## src/rtl/sync_serial_port.sv

```systemverilog
module sync_serial_port #(
  parameter int DIV_W = 8
) (
  input  logic             clk,
  input  logic             rst_n,
  input  logic             clk_sel_ext,
  input  logic [DIV_W-1:0] div_val,
  input  logic             sck_i,
  output logic             sck_o,
  output logic             sck_oe,
  input  logic             rxd,
  output logic             txd,
  input  logic             tx_wr,
  input  logic [7:0]       tx_data,
  output logic             tx_empty,
  input  logic             rx_rd,
  output logic [7:0]       rx_data,
  output logic             rx_full,
  output logic             rx_ovr
);
  localparam int NBITS = 8;
  localparam int BW = $clog2(NBITS);
  localparam logic [BW-1:0] LAST = BW'(NBITS - 1);

  logic [2:0] sck_s;
  logic [1:0] rxd_s;
  logic sck_r;
  logic [DIV_W-1:0] hc, div_m1;
  logic [7:0] tx_buf, tx_sh, rx_sh, rx_buf;
  logic [BW-1:0] tx_bi, rx_bi;
  logic tx_bf, tx_act, txd_r, rx_bf, rx_ov;
  logic hc_done, int_fall, int_rise, fall_ev, rise_ev, rx_bit;
  logic need_load, tx_load, tx_shift;

  assign div_m1   = (div_val == '0) ? '0 : div_val - 1'b1;
  assign hc_done  = hc >= div_m1;
  assign int_fall = !clk_sel_ext && sck_r && (tx_act || tx_bf) && hc_done;
  assign int_rise = !clk_sel_ext && !sck_r && hc_done;
  assign fall_ev  = int_fall || (clk_sel_ext && sck_s[2] && !sck_s[1]);
  assign rise_ev  = int_rise || (clk_sel_ext && !sck_s[2] && sck_s[1]);
  assign rx_bit   = clk_sel_ext ? rxd_s[1] : rxd;

  assign need_load = !tx_act || (tx_bi == LAST);
  assign tx_load   = fall_ev && need_load && tx_bf;
  assign tx_shift  = fall_ev && !need_load;

  assign sck_o    = clk_sel_ext ? 1'b1 : sck_r;
  assign sck_oe   = !clk_sel_ext;
  assign txd      = txd_r;
  assign tx_empty = !tx_bf;
  assign rx_data  = rx_buf;
  assign rx_full  = rx_bf;
  assign rx_ovr   = rx_ov;

  always_ff @(posedge clk or negedge rst_n) begin
    if (!rst_n) begin
      sck_s <= '1;
      rxd_s <= '1;
    end else begin
      sck_s <= {sck_s[1:0], sck_i};
      rxd_s <= {rxd_s[0], rxd};
    end
  end

  always_ff @(posedge clk or negedge rst_n) begin
    if (!rst_n) begin
      sck_r <= 1'b1;
      hc    <= '0;
    end else if (clk_sel_ext) begin
      sck_r <= 1'b1;
      hc    <= '0;
    end else if (int_fall || int_rise) begin
      sck_r <= !sck_r;
      hc    <= '0;
    end else if (!hc_done) begin
      hc <= hc + 1'b1;
    end
  end

  always_ff @(posedge clk or negedge rst_n) begin
    if (!rst_n) begin
      tx_buf <= '0;
      tx_bf  <= 1'b0;
      tx_sh  <= '0;
      tx_bi  <= '0;
      tx_act <= 1'b0;
      txd_r  <= 1'b1;
    end else begin
      if (tx_wr && !tx_bf) begin
        tx_buf <= tx_data;
        tx_bf  <= 1'b1;
      end
      if (tx_load) begin
        txd_r  <= tx_buf[0];
        tx_sh  <= tx_buf >> 1;
        tx_bi  <= '0;
        tx_act <= 1'b1;
        tx_bf  <= 1'b0;
      end else if (tx_shift) begin
        txd_r <= tx_sh[0];
        tx_sh <= tx_sh >> 1;
        tx_bi <= tx_bi + 1'b1;
      end
      if (rise_ev && tx_act && tx_bi == LAST && !tx_bf)
        tx_act <= 1'b0;
    end
  end

  always_ff @(posedge clk or negedge rst_n) begin
    if (!rst_n) begin
      rx_sh  <= '0;
      rx_bi  <= '0;
      rx_buf <= '0;
      rx_bf  <= 1'b0;
      rx_ov  <= 1'b0;
    end else begin
      if (rx_rd) begin
        rx_bf <= 1'b0;
        rx_ov <= 1'b0;
      end
      if (rise_ev) begin
        rx_sh <= {rx_bit, rx_sh[7:1]};
        rx_bi <= (rx_bi == LAST) ? '0 : rx_bi + 1'b1;
        if (rx_bi == LAST) begin
          if (rx_bf && !rx_rd) begin
            rx_ov <= 1'b1;
          end else begin
            rx_buf <= {rx_bit, rx_sh[7:1]};
            rx_bf  <= 1'b1;
          end
        end
      end
    end
  end
endmodule


```

## config.mk

```make
export PLATFORM = sky130hd
export DESIGN_NAME = sync_serial_port
export DESIGN_NICKNAME = d
export VERILOG_FILES = /design/src/rtl/sync_serial_port.sv
export SDC_FILE = /design/constraint.sdc
export NUM_CORES = 1
export LEC_CHECK = 0
export BUFFER_PORTS_ARGS = -buffer_cell sky130_fd_sc_hd__buf_2
export CAP_MARGIN = 15
export CORE_UTILIZATION = 52
export DETAILED_ROUTE_END_ITERATION = 12
export MAX_ROUTING_LAYER = met4
export PLACE_DENSITY_LB_ADDON = 0.1
export SKIP_CTS_REPAIR_TIMING = 1
export SYNTH_ARGS = -nofsm -noshare
export SYNTH_HDL_FRONTEND = slang
export SYNTH_SLANG_ARGS = --single-unit
```

## constraint.sdc

```tcl
create_clock -name clk -period 2.17 [get_ports clk]
set_clock_uncertainty 0.2 [all_clocks]
set_input_delay 0.3255 -clock clk [delete_from_list [all_inputs] [get_ports clk]]
set_output_delay 0.3255 -clock clk [all_outputs]
set_load 0.1 [all_outputs]
```

==> run_results.csv <==
group,metric,value,unit
min_path,holdPathEnd,"tx_buf[3]$_DFFE_PN0P_",
finish,areaGrowthSynthToFinish,36.7,%
floorplanning,core,0.00520,mm^2
pwr,p_clk_share,17.7,%
detailed_routing,first_iter_violations,98,
worst_setup_path,required,2.17,ns
finish,post-route-cell-area,0.00389,mm^2
pwr,p_sw,0.00123,W
global_routing,grt.overflow.total,0,
global_routing,grt_max_degree,56,
floorplanning,io-pin-count,37,
sta,rsz0062_at_grt,"true",
detailed_routing,top_layer,"met4",
finish,nFillCells,360,
pwr,pwr-share-comb,38.8,%
pwr,p_int,0.00205,W
floorplanning,dieArea,0.00578,mm^2
detailed_routing,wl_met3,200,um
sta,worst_pin_slew,0.676,ns
logic_synthesis,synth_area,0.00285,mm^2
logic_synthesis,syn_inst,246,
placement,gp_congestion,0.815,
placement,placed_area,0.00355,mm^2
min_path,worstHoldPathCells,2,
min_path,min_path_type,"input port to flip-flop",
detailed_routing,wl_met2,3.09,mm
worst_setup_path,reg2reg_from,"tx_bi[0]$_DFFE_PN0P_",
logic_synthesis,synth_edf_count,0,
logic_synthesis,synth_seq_cells,55,
detailed_routing,drc,0,
placement,hpwl,4.38,mm
sta,setup_viol,42,
logic_synthesis,async_reset_ff_share,100,%
sta,max_slew_margin,54.4,%
global_routing,first_global_vias,2197,
pwr,total_power,0.00329,W
worst_setup_path,critical_path_class,"input port to flip-flop",
finish,nNetsFinal,369,
pwr,p_seq_share,43.5,%
detailed_routing,wl_per_cell,15.5,um
run,drv_cap,0,
worst_setup_path,critPathArrivalTime,2.92,ns
worst_setup_path,r2r_slack,-0.28,ns
logic_synthesis,synth_cell_types,48,
detailed_routing,drt-total-wl,6.23,mm
worst_setup_path,end_kind,"flip-flop",
sta,period_share,134,%
clocking,cts_tree,"done",
detailed_routing,ant_nets,0,
sta,period_minus_slack,2.92,ns
logic_synthesis,ys.flop_type,"dfrtp_1",
finish,drive_above_1_share,50.2,%
sta,maxSlewViolCount,0,
detailed_routing,viasPerCell,5.45,
status,outcome,"complete, but fails checks",
detailed_routing,first_pass_iters,4,
pwr,p_per_area,844,mW/mm^2
logic_synthesis,synth_nets,283,
clocking,clock-root-buffer,"clkbuf_8",
sta,hold_viol_final,0,
logic_synthesis,seq_area_frac_synth,48.6,%
placement,portBuffers,36,
clocking,cts.sinks,55,
floorplanning,rows,26,
pwr,p_leak,1.83,nW
floorplanning,start_util,54.7,%
status,violations,"negative setup slack",
detailed_routing,routed-via-count,2198,
min_path,min_from,"tx_data[3]",
worst_setup_path,worstPathMaxFanout,8,
finish,diodes,0,
clocking,cts_buffers,5,
logic_synthesis,yosysWarningCount,0,
clocking,cts_max_path_buffers,2,
sta,hold_ws,0.0417,ns
floorplanning,fp.dieW,76,um
sta,fin_ws,-0.747,ns
pwr,max-vdd-ir-drop,0.880,mV
worst_setup_path,crit_path_start_kind,"input port",
global_routing,antenna_found_initial,0,
clocking,path_clk_slew,0.10,ns
global_routing,grtUsageTotal,22.7,%
floorplanning,die_h,76,um
detailed_routing,drt-met1-wl,2.87,mm
worst_setup_path,worst_r2r_path_depth,7,
sta,fmax,0.343,GHz
finish,multi_input_area,0.00164,mm^2
finish,regArea,0.00139,mm^2
worst_setup_path,r2r-end,"tx_sh[2]$_DFFE_PN0P_",
global_routing,grt_pass1_wl,10.1,mm
clocking,clock_latency,0.31,ns
pwr,switching_share,37.5,%
finish,utilization,74.8,%
logic_synthesis,synth.avg_cell_area,11.6,um^2
clocking,cts_max_level,2,
## cells in the mapped netlist, types with 2 or more instances
cell type / n / area (um^2)
o21ai_2: 2 / 17.5
nand3b_1: 2 / 15.0
dfstp_2: 7 / 184
a22o_1: 4 / 35.0
o211ai_1: 8 / 60.1
clkbuf_1: 4 / 15.0
nor3_1: 10 / 50.1
o21ai_0: 7 / 35.0
o2bb2ai_1: 2 / 17.5
dfrtp_1: 48 / 1200
nand2b_1: 2 / 12.5
nand2_1: 13 / 48.8
and3_1: 7 / 43.8
a21oi_1: 9 / 45.0
xor2_1: 2 / 17.5
nand4_1: 3 / 18.8
a32o_1: 2 / 20.0
nor2_1: 7 / 26.3
xnor2_1: 2 / 17.5
inv_1: 14 / 52.6
mux2_2: 38 / 428
ha_1: 14 / 175
nand3_1: 9 / 45.0
nor2b_1: 5 / 31.3
o21a_1: 2 / 15.0
## power groups by stage
stage	Combinational [W]	Clock [W]	Sequential, W
global route	0.00136	0.000630	0.00146
detailed placement	0.00119	0	0.00144
CTS	0.00119	0.000599	0.00142
global placement	0.00115	0	0.00142
floorplan	0.000504	0	0.00182
finish	0.00127	0.000582	0.00143
## per-layer routing
layer	up-vias	track usage (%)
met5	-	-
met4	0	6.54
met3	9	3.23
met2	52	38.3
met1	1072	28.7
li1	1065	-
## placed cells by master (no fill, tap or decap), drive strengths merged, types with 3 or more instances in the layout
cell type	n
ha	14
nand2	13
a22o	4
nor3	10
dlygate4sd3	3
dfrtp	48
nor2	9
nor2b	6
dfstp	7
nand3	10
inv	15
o21ai	9
and3	7
buf	81
a21oi	9
clkbuf	5
o211ai	8
mux2	39
nand4	3
## layout make-up
cell class,count,area share (%)
multi-input cells,172,42.0
clock buffers,5,1.77
well taps,70,2.25
inverters,14,1.74
clock inverters,3,0.611
repair buffers,84,16.1
flip-flops and latches,55,35.6
## stage by stage
stage                     setup slack, ns  cells  TNS, ns
after floorplan                    -0.895    246   -29.06
after global placement              -1.11    389   -39.61
after global routing               -0.810    403   -31.66
after CTS                          -0.823    397   -27.69
final                              -0.747    403   -27.50
after detailed placement            -1.18    389   -41.84
## worst max path at each step
stage / start / end / slack (ns) / cells after the start
after global placement: div_val[0] / rx_data[4]$_DFFE_PN0P_ / -1.11 / 13
after floorplan: div_val[0] / rx_data[0]$_DFFE_PN0P_ / -0.90 / 12
after detailed placement: div_val[0] / rx_data[6]$_DFFE_PN0P_ / -1.18 / 13
after CTS: div_val[0] / rx_data[6]$_DFFE_PN0P_ / -0.82 / 13
final: div_val[1] / rx_data[6]$_DFFE_PN0P_ / -0.75 / 14
after global routing: div_val[1] / rx_data[5]$_DFFE_PN0P_ / -0.81 / 14
## sequential cells by signal (all words and copies together), names as in the netlist, 2 cells and up
signal	cells
hc	8
rx_bi	3
rx_data	8
rx_sh	7
rxd_s	2
sck_s	3
tx_bi	3
tx_buf	8
tx_sh	7
## critical path: stages
cell and delay, ns:
buf_8 0.10, inv_4 0.04, ha_4 0.12, nor2b_4 0.13, nand3b_1 0.10, or3_4 0.43
and2_4 0.16, ha_4 0.24, and3_4 0.19, o21ai_4 0.07, a211o_4 0.36, a31oi_4 0.19
buf_12 0.16, mux2_4 0.30
## cells by family after synthesis
logic type	count (synthesis)	share of synthesized area, %
and+or+nand+nor	66	12.5
DFF	55	48.6
muxes	40	15.8
buffers and inverters	20	2.94
adders and majority gates	14	6.15
AOI/OAI and AO/OA	47	12.7
xor gates and xnor gates	4	1.23
(Power assumes the default switching activity.)
